==> src/rtl/seg_dac_front.sv <==
module seg_dac_front #(
  parameter int TAP_W  = 8,
  parameter int PWM_W  = 4,
  parameter int TRIM_W = 4
) (
  input  logic              clk,
  input  logic              rst,
  input  logic              ser_bclk,
  input  logic              ser_lrck,
  input  logic              ser_data,
  output logic [TAP_W-1:0]  ch1_tap,
  output logic              ch1_hi,
  output logic [TRIM_W-1:0] ch1_trim_up,
  output logic [TRIM_W-1:0] ch1_trim_dn,
  output logic [TAP_W-1:0]  ch2_tap,
  output logic              ch2_hi,
  output logic [TRIM_W-1:0] ch2_trim_up,
  output logic [TRIM_W-1:0] ch2_trim_dn
);
  localparam int WORD_W = TAP_W + PWM_W + TRIM_W;
  localparam int CNT_W  = $clog2(WORD_W + 1);
  localparam logic [WORD_W-1:0] SIGN = WORD_W'(1) << (WORD_W - 1);
  localparam logic [CNT_W-1:0]  LAST = CNT_W'(WORD_W - 1);
  localparam logic [CNT_W-1:0]  IDLE = CNT_W'(WORD_W);

  logic              bclk_q, lr_q;
  logic [CNT_W-1:0]  bit_cnt;
  logic [WORD_W-1:0] shreg, word_l, word_r, act_l, act_r;
  logic [PWM_W-1:0]  frm_cnt;

  wire               bit_rise  = ser_bclk & ~bclk_q;
  wire               slot_new  = ser_lrck != lr_q;
  wire [WORD_W-1:0]  next_sh   = {shreg[WORD_W-2:0], ser_data};
  wire               word_done = bit_rise && !slot_new && bit_cnt == LAST;
  wire               frm_end   = frm_cnt == {PWM_W{1'b1}};

  always_ff @(posedge clk) begin
    if (rst) begin
      bclk_q  <= 1'b0;
      lr_q    <= 1'b0;
      bit_cnt <= IDLE;
      shreg   <= '0;
      word_l  <= '0;
      word_r  <= '0;
      act_l   <= SIGN;
      act_r   <= SIGN;
      frm_cnt <= '0;
    end else begin
      bclk_q  <= ser_bclk;
      frm_cnt <= frm_cnt + 1'b1;
      if (bit_rise) begin
        lr_q <= ser_lrck;
        if (slot_new) begin
          shreg   <= next_sh;
          bit_cnt <= CNT_W'(1);
        end else if (bit_cnt < IDLE) begin
          shreg   <= next_sh;
          bit_cnt <= bit_cnt + 1'b1;
        end
      end
      if (word_done) begin
        if (lr_q) word_r <= next_sh;
        else      word_l <= next_sh;
      end
      if (frm_end) begin
        act_l <= word_l ^ SIGN;
        act_r <= word_r ^ SIGN;
      end
    end
  end

  assign ch1_tap     = act_l[WORD_W-1 -: TAP_W];
  assign ch2_tap     = act_r[WORD_W-1 -: TAP_W];
  assign ch1_hi      = act_l[TRIM_W +: PWM_W] > frm_cnt;
  assign ch2_hi      = act_r[TRIM_W +: PWM_W] > frm_cnt;
  assign ch1_trim_dn = act_l[TRIM_W-1:0];
  assign ch2_trim_dn = act_r[TRIM_W-1:0];
  assign ch1_trim_up = ~act_l[TRIM_W-1:0];
  assign ch2_trim_up = ~act_r[TRIM_W-1:0];
endmodule


==> config.mk <==
export PLATFORM = sky130hd
export DESIGN_NAME = seg_dac_front
export DESIGN_NICKNAME = d
export VERILOG_FILES = /design/src/rtl/seg_dac_front.sv
export SDC_FILE = /design/constraint.sdc
export NUM_CORES = 1
export LEC_CHECK = 0
export ABC_AREA = 1
export BUFFER_PORTS_ARGS = -buffer_cell sky130_fd_sc_hd__buf_2
export CORE_MARGIN = 2
export CORE_UTILIZATION = 40
export CTS_CLUSTER_DIAMETER = 40
export DETAILED_ROUTE_END_ITERATION = 8
export PLACE_DENSITY_LB_ADDON = 0.25
export SLEW_MARGIN = 15
export SYNTH_ARGS = -nofsm -noshare
export SYNTH_HDL_FRONTEND = slang
export SYNTH_SLANG_ARGS = --single-unit
==> constraint.sdc <==
create_clock -name clk -period 4.45 [get_ports clk]
set_input_delay 0.445 -clock clk [delete_from_list [all_inputs] [get_ports clk]]
set_output_delay 0.445 -clock clk [all_outputs]
set_load 0.01 [all_outputs]
Word level (Yosys, flattened, before mapping)
Index checks and enable logic that the tools add are counted.
- shift operators: 0
- mux-type cells: 4
- $add $sub $neg: 2
- equality and inequality tests: 3
- multiply operators: 0
- reduce and logical (&&, ||, !) cells: 7
- bitwise logic cells: 7
- divide/modulo/power cells: 0
- $lt $le $gt $ge: 3
- operators by type and width (operator ; number):
    two-way mux 15 bit ; 2
    two-way mux 5 bit ; 2
    greater-than comparator 4 bit ; 2
    inverter 4 bit ; 2
    AND reduction 2 bit ; 3
    adder 5 x 1 -> 5 bit, second input constant ; 1
    == test 5 x 4 -> 1 bit, second input constant ; 1
    < comparator 5 bit, second input constant ; 1
    adder 4 x 1 -> 4 bit, second input constant ; 1
    == test 4 bit, second input constant ; 1
    inverter 1 bit ; 4
    logical AND 1 bit ; 2
    nonzero test 2 bit ; 1
    AND 1 bit ; 1
    zero test 1 bit ; 1
    != test 1 bit ; 1
- latch bits: 0
- register bits after elaboration: 90
- RAM bits: 0
- memory bits (read-only): 0
- memories: 0
- input port bits: 5
- output and inout bits: 34

Logic depth before layout (Yosys ltp)
Gate-level depths: netlist (run 1).
- depth in word-level cells: 5
- mapped depth: 9

Worst setup path after synthesis (run 1)
No wires, ideal clock.
- path type: register to output
- from: reg frm_cnt[1]
- to: out ch1_hi
- buffers on the path: 0
- slack: 2870 ps
- stages on the path, launching flop included: 7
- data arrival time: 1135 ps
- cell sequence: dfxtp_1 > inv_1 > ha_1 > inv_1 > nor2_1 > o211ai_1 > a21boi_0
- longest elaborated chain between the ends: 1
- RTL lines (item ; RTL line ; RTL):
    start, declared ; 29 ; logic [PWM_W-1:0] frm_cnt;
    start signal, assigned ; 50 ; frm_cnt <= frm_cnt + 1'b1;
    greater-than comparator 4 bit ; 74 ; assign ch1_hi = act_l[TRIM_W +: PWM_W] > frm_cnt;
    end, declared ; 12 ; output logic ch1_hi,
No other way between the ends.

Worst setup path in the final report (run 1)
- from: reg frm_cnt[0]
- to: reg act_l[8]
- longest elaborated chain between the ends: 1
- RTL lines (item ; RTL line ; RTL):
    == test 4 bit ; 35 ; wire frm_end = frm_cnt == {PWM_W{1'b1}};
    end signal, assigned ; 66 ; act_l <= word_l ^ SIGN;
    end, declared ; 28 ; logic [WORD_W-1:0] shreg, word_l, word_r, act_l, act_r;
No other way between the ends.
A chain may end at the register's enable or synchronous reset.

==> flow_metrics.tcl, run 1 <==
set metrics [dict create \
    multi_input_area_um2 1420 \
    max_stage_delay_ps 910 \
    worstMarginPinSlew_ps 976 \
    crit_arrival_ps 2770 \
    finalCritPeriodShare_pct 56.0 \
    synth_edf_count 0 \
    grt_pass1_wl_mm 11.8 \
    area_delta_synth_final_pct 7.88 \
    rows 35 \
    synth_cells 509 \
    syn_area_per_cell_um2 7.33 \
    slowest_stage "inv_1" \
    internal_power_mw 1.19 \
    seqPwrFrac_pct 54.5 \
    async_flop_share_pct 0 \
    clock.fmax_mhz 401 \
    slew_headroom_pct 34.9 \
    startpoint_type "flip-flop" \
    seq_area_um2 1800 \
    yosys.area_share.adder_pct 3.69 \
    synth.largest_area_cell "dfxtp_1" \
    grt_util_all_layers_pct 14.5 \
    ys_types 21 \
    dpl.hpwl_mm 4.41 \
    synthTopCellsByArea "dfxtp_1 48%, nor2_1 11%, nand2_1 8.6%" \
    synthMostInstantiatedCell "nor2_1" \
    postCtsSetupRepairBufs 0 \
    endpoint_kind "flip-flop" \
    clk_pin_slew_ps 90 \
    maxCapViolCount 0 \
    ant_nets 0 \
    fin_util_pct 44.0 \
    ys_warn_count 0 \
    pwr-share-clk_pct 40.3 \
    die_h_um 101 \
    comb_power_share_pct 5.2 \
    fillCellCount 935 \
    hold_path_class "input pin to flip-flop" \
    cts_buffers 9 \
    gp_congestion 0.780 \
    status "completed" \
    pin_count 39 \
    drt_iter0_drc 128 \
    grt_overflow 0 \
    clock_latency_ps 350 \
    power_density_nw_per_um2 382 \
    crit_type "flip-flop to flip-flop" \
    ys_ff_latch 90 \
    grt_pass1_vias 2694 \
    place_inst 613 \
    ctsResizeCount 0 \
    finalNetCount 529 \
    synth_compound_area_share_pct 12.4 \
    fin_skew_ps 9.42 \
    rsz0062_at_grt "false" \
    setup_viol 0 \
    synthSimpleGateAreaFrac_pct 21.9 \
    clk_path_buf_depth 2 \
    ir_drop_mv 0.161 \
    drc 0 \
    numClockSinks 90 \
    leakage_nw 1.99 \
    crit_chain "ha_1, nand2_1, inv_1, nand2_1, inv_1, o21ai_0, a21oi_1" \
    synthFlopType "dfxtp_1" \
    cp_max_fo 40 \
    power.net_switching_mw 0.354 \
    dr_total_vias 2910 \
    die_w_um 101 \
    total_power_mw 1.54 \
    wire_per_inst_um 10.8 \
    syn_area_um2 3730 \
    synthXorXnorAreaFrac_pct 0 \
    syn-num-nets 525 \
    die_area_um2 10100 \
    cts-hold-fix-buffers 0 \
    drv_slew 0 \
    diodes 0 \
    drt-vias-per-instance 4.63 \
    yosysTopAreaCellShare_pct 48.3 \
    grt_max_degree 52 \
    seq_area_frac_synth_pct 48.3 \
    core_area_um2 9150 \
    synth_top_family_by_area "simple AND/OR/NAND/NOR gates" \
    worstPathRequired_ps 4730 \
    instances_no_fill 629 \
    drive_above_1_share_pct 12.2 \
    antenna_found_initial 0 \
    tritoncts "yes" \
    cts-htree-levels 3 \
    fin_setup_tns_ps 0 \
    clock-root-buffer "clkbuf_8" \
    netlist_top_cells_count "107 x nor2_1, 90 x dfxtp_1, 86 x nand2_1" \
    synthMuxAreaShare_pct 0 \
    wl_mm 6.78 \
    io_buffers 38 \
    drtPass1Iterations 4 \
    period_needed_ps 2490 \
    start_util_pct 40.8 \
    switching_share_pct 23.0 \
    hold_violations 0 \
]
==> through the flow <==
step | cell area [µm²] | setup WS, ps | hold slack [ps]
after detailed placement | 3800 | 2000 | 441
final | 4030 | 1960 | 325
after global routing | 4030 | 1500 | 342
after global placement | 3800 | 2090 | 434
after floorplan | 3730 | 2870 | 427
after CTS | 4030 | 1960 | 311
==> metal layers <==
| layer | global-route usage [%] | up-vias | part of all wire, % |
|---|---|---|---|
| met2 | 24.6 | 30 | 45 |
| met4 | 5.37 | 0 | 1.2 |
| met5 | 0 | - | 0 |
| li1 | - | 1564 | - |
| met1 | 17.8 | 1309 | 50 |
| met3 | 3.54 | 7 | 3.2 |
==> worst paths after layout <==
kind / start / endpoint / slack [ps] / cells past startpoint
max reg2reg: frm_cnt[0]$_SDFF_PP0_ / act_l[8]$_SDFFE_PP0N_ / 1960 / 7
min reg2reg: word_l[15]$_SDFFE_PP0P_ / act_l[15]$_SDFFE_PP1N_ / 450 / 1
max: frm_cnt[0]$_SDFF_PP0_ / act_l[8]$_SDFFE_PP0N_ / 1960 / 7
min: ser_bclk / bclk_q$_SDFF_PP0_ / 330 / 3
==> cell families after synthesis <==
family | Yosys count
buffers and inverters | 109
AOI/OAI and AO/OA | 91
adders and majority gates | 11
DFF | 90
and+or+nand+nor | 208
==> layout make-up <==
type | instances | share of cell area, %
Inverter | 61 | 5.69
Timing Repair Buffer | 41 | 5.28
Sequential cell | 90 | 44.7
Clock inverter | 5 | 2.11
Tap cell | 111 | 3.45
Multi-Input combinational cell | 310 | 35.2
Clock buffer | 11 | 3.51
==> state kept, by name, indices dropped and copies added, names as in the netlist <==
signal,count
act_r,16
bclk_q,1
lr_q,1
act_l,16
shreg,15
frm_cnt,4
word_r,16
bit_cnt,5
word_l,16
==> placed cells by master (no fill, tap or decap) <==
cell type / instances
a21boi_0: 1
inv_6: 2
dfxtp_1: 90
ha_1: 11
o21ai_1: 1
nor2_1: 107
nor2_4: 1
nand3_1: 7
nand2_1: 86
clkbuf_8: 10
inv_1: 56
nor3_1: 1
bufinv_16: 2
buf_2: 38
nand3_2: 1
inv_2: 5
nand4_1: 5
a21oi_1: 39
o211ai_1: 2
clkbuf_1: 1
buf_4: 3
o21ai_0: 48
clkinvlp_4: 1
==> critical path: cells and delay by family, from the launching register on <==
kind | cells | cell delay [ps]
buf+inv | 2 | 980
simple gates | 2 | 460
flops | 1 | 410
compound gates | 2 | 350
fa+ha+maj | 1 | 200
==> power by group through the flow <==
| stage | logic [mW] | registers [mW] | clock network, mW |
|---|---|---|---|
| finish | 0.0795 | 0.839 | 0.621 |
| global route | 0.0938 | 0.843 | 0.676 |
| CTS | 0.0812 | 0.839 | 0.645 |
| detailed placement | 0.0808 | 0.858 | 0 |
| global placement | 0.0790 | 0.857 | 0 |
| floorplan | 0.0651 | 0.853 | 0 |
Note: power is estimated with default switching activity, not from simulation.
==> run 2, diff against run 1 <==
clock period = 2.2 ns   (was 4.45 ns; I/O delays follow)
==> run 2 against run 1 <==
Compared with the run above: global-route usage fell by 0.49 points; clock skew rose by 2.1 ps; flip-flop and latch count did not move; critical path depth did not move; clock power rose by 64%; die area did not move; hold slack got worse by 230 ps; utilization fell by 0.19 points; setup slack got worse by 1600 ps; total power rose by 87%; first-iteration DRC count fell by 15%.
==> flow_metrics.tcl, run 2 (synthesis results as in run 1) <==
set metrics [dict create \
    ir_drop_mv 0.291 \
    power.net_switching_mw 0.713 \
    grt_pass1_vias 2597 \
    clock-root-buffer "clkbuf_8" \
    final_common_cell "nor2_1" \
    whs_ps 95.1 \
    comb_power_share_pct 5.6 \
    hold_violations 0 \
    dpl.hpwl_mm 4.47 \
    grt_max_degree 44 \
    instances_no_fill 633 \
    ctsResizeCount 0 \
    grt_util_all_layers_pct 14.0 \
    ant_nets 0 \
    worstMarginPinSlew_ps 373 \
    drt-vias-per-instance 4.57 \
    worstPathRequired_ps 1980 \
    crit_type "flip-flop to output pin" \
    fin_setup_tns_ps 0 \
    wl_mm 6.64 \
    start_util_pct 40.8 \
    io_buffers 38 \
    period_needed_ps 1800 \
    cts-hold-fix-buffers 0 \
    rsz0062_at_grt "false" \
    pin_count 39 \
    clk_pin_slew_ps 90 \
    area_delta_synth_final_pct 7.41 \
    die_h_um 101 \
    clock_latency_ps 350 \
    internal_power_mw 2.17 \
    post-place-ws_ps 588 \
    final_cell_mix "107 x nor2_1, 90 x dfxtp_1, 86 x nand2_1" \
    drive_above_1_share_pct 12.8 \
    slew_headroom_pct 75.1 \
    clock.fmax_mhz 557 \
    endpoint_kind "output pin" \
    cts-htree-levels 3 \
    cts_buffers 9 \
    startpoint_type "flip-flop" \
    clk_path_buf_depth 2 \
    setup_viol 0 \
    die_area_um2 10100 \
    place_inst 617 \
    drv_slew 0 \
    power_density_nw_per_um2 718 \
    numClockSinks 90 \
    drt_iter0_drc 109 \
    wire_per_inst_um 10.5 \
    cp_max_fo 3 \
    grt_pass1_wl_mm 11.5 \
    seq_area_um2 1800 \
    drtPass1Iterations 4 \
    gp_congestion 0.768 \
    postCtsSetupRepairBufs 0 \
    fillCellCount 947 \
    seqPwrFrac_pct 58.9 \
    leakage_nw 1.99 \
    dr_total_vias 2893 \
    fin_skew_ps 11.5 \
    finalNetCount 533 \
    multi_input_area_um2 1420 \
    die_w_um 101 \
    core_area_um2 9150 \
    hold_path_class "input pin to flip-flop" \
    status "completed" \
    antenna_found_initial 0 \
    fin_ws_ps 404 \
    rows 35 \
    grt_overflow 0 \
    switching_share_pct 24.8 \
    diodes 0 \
    crit_arrival_ps 1580 \
    finalCritPeriodShare_pct 81.6 \
    tritoncts "yes" \
    maxCapViolCount 0 \
    drc 0 \
    pwr-share-clk_pct 35.4 \
    total_power_mw 2.88 \
]
-- run 2: per-layer routing --
layer / vias up / wire length (µm) / GRT usage (%)
met1: 1283 / 3300 / 17.4
met4: 0 / 107 / 4.74
met3: 9 / 214 / 4.30
li1: 1570 / - / -
met5: - / 0 / 0
met2: 31 / 3020 / 23.0
-- run 2: layout make-up --
type | instances | area share [%]
Sequential cell | 90 | 44.9
Tap cell | 111 | 3.46
Clock buffer | 11 | 3.53
Multi-Input combinational cell | 310 | 35.4
Clock inverter | 5 | 0.936
Timing Repair Buffer | 45 | 6.05
Inverter | 61 | 5.71
-- run 2: final timing paths --
kind / end / slack, ps / from / cells after the start
worst min register to register: act_l[10]$_SDFFE_PP0N_ / 450 / word_l[10]$_SDFFE_PP0P_ / 2
worst max-delay path: ch1_hi / 400 / frm_cnt[1]$_SDFF_PP0_ / 7
worst min-delay path: bclk_q$_SDFF_PP0_ / 100 / ser_bclk / 3
worst max register to register: word_l[13]$_SDFFE_PP0P_ / 610 / bit_cnt[0]$_SDFFE_PP0P_ / 9
-- run 2: through the flow --
| stage | area, µm² | utilization [%] |
|---|---|---|
| after global placement | 3830 | 41.8 |
| after CTS | 4010 | 43.8 |
| after detailed placement | 3830 | 41.8 |
| final | 4010 | 43.8 |
| after global routing | 4010 | 43.8 |
| after floorplan | 3730 | - |
-- run 2: worst max-delay path, stage by stage, from the launching register on --
cell and delay [ps]:
dfxtp_1 370, inv_1 70, ha_1 290, inv_1 40
nor2_1 80, o211ai_1 80, a21boi_0 150, buf_2 150
-- run 2: power by group through the flow --
stage          Clock (mW)  Combinational [mW]  Sequential (mW)
2_1_floorplan           0               0.132             1.73
3_3_place_gp            0               0.160             1.74
3_5_place_dp            0               0.164             1.74
6_report             1.02               0.162             1.70
4_1_cts              1.06               0.164             1.70
5_1_grt              1.13               0.192             1.71
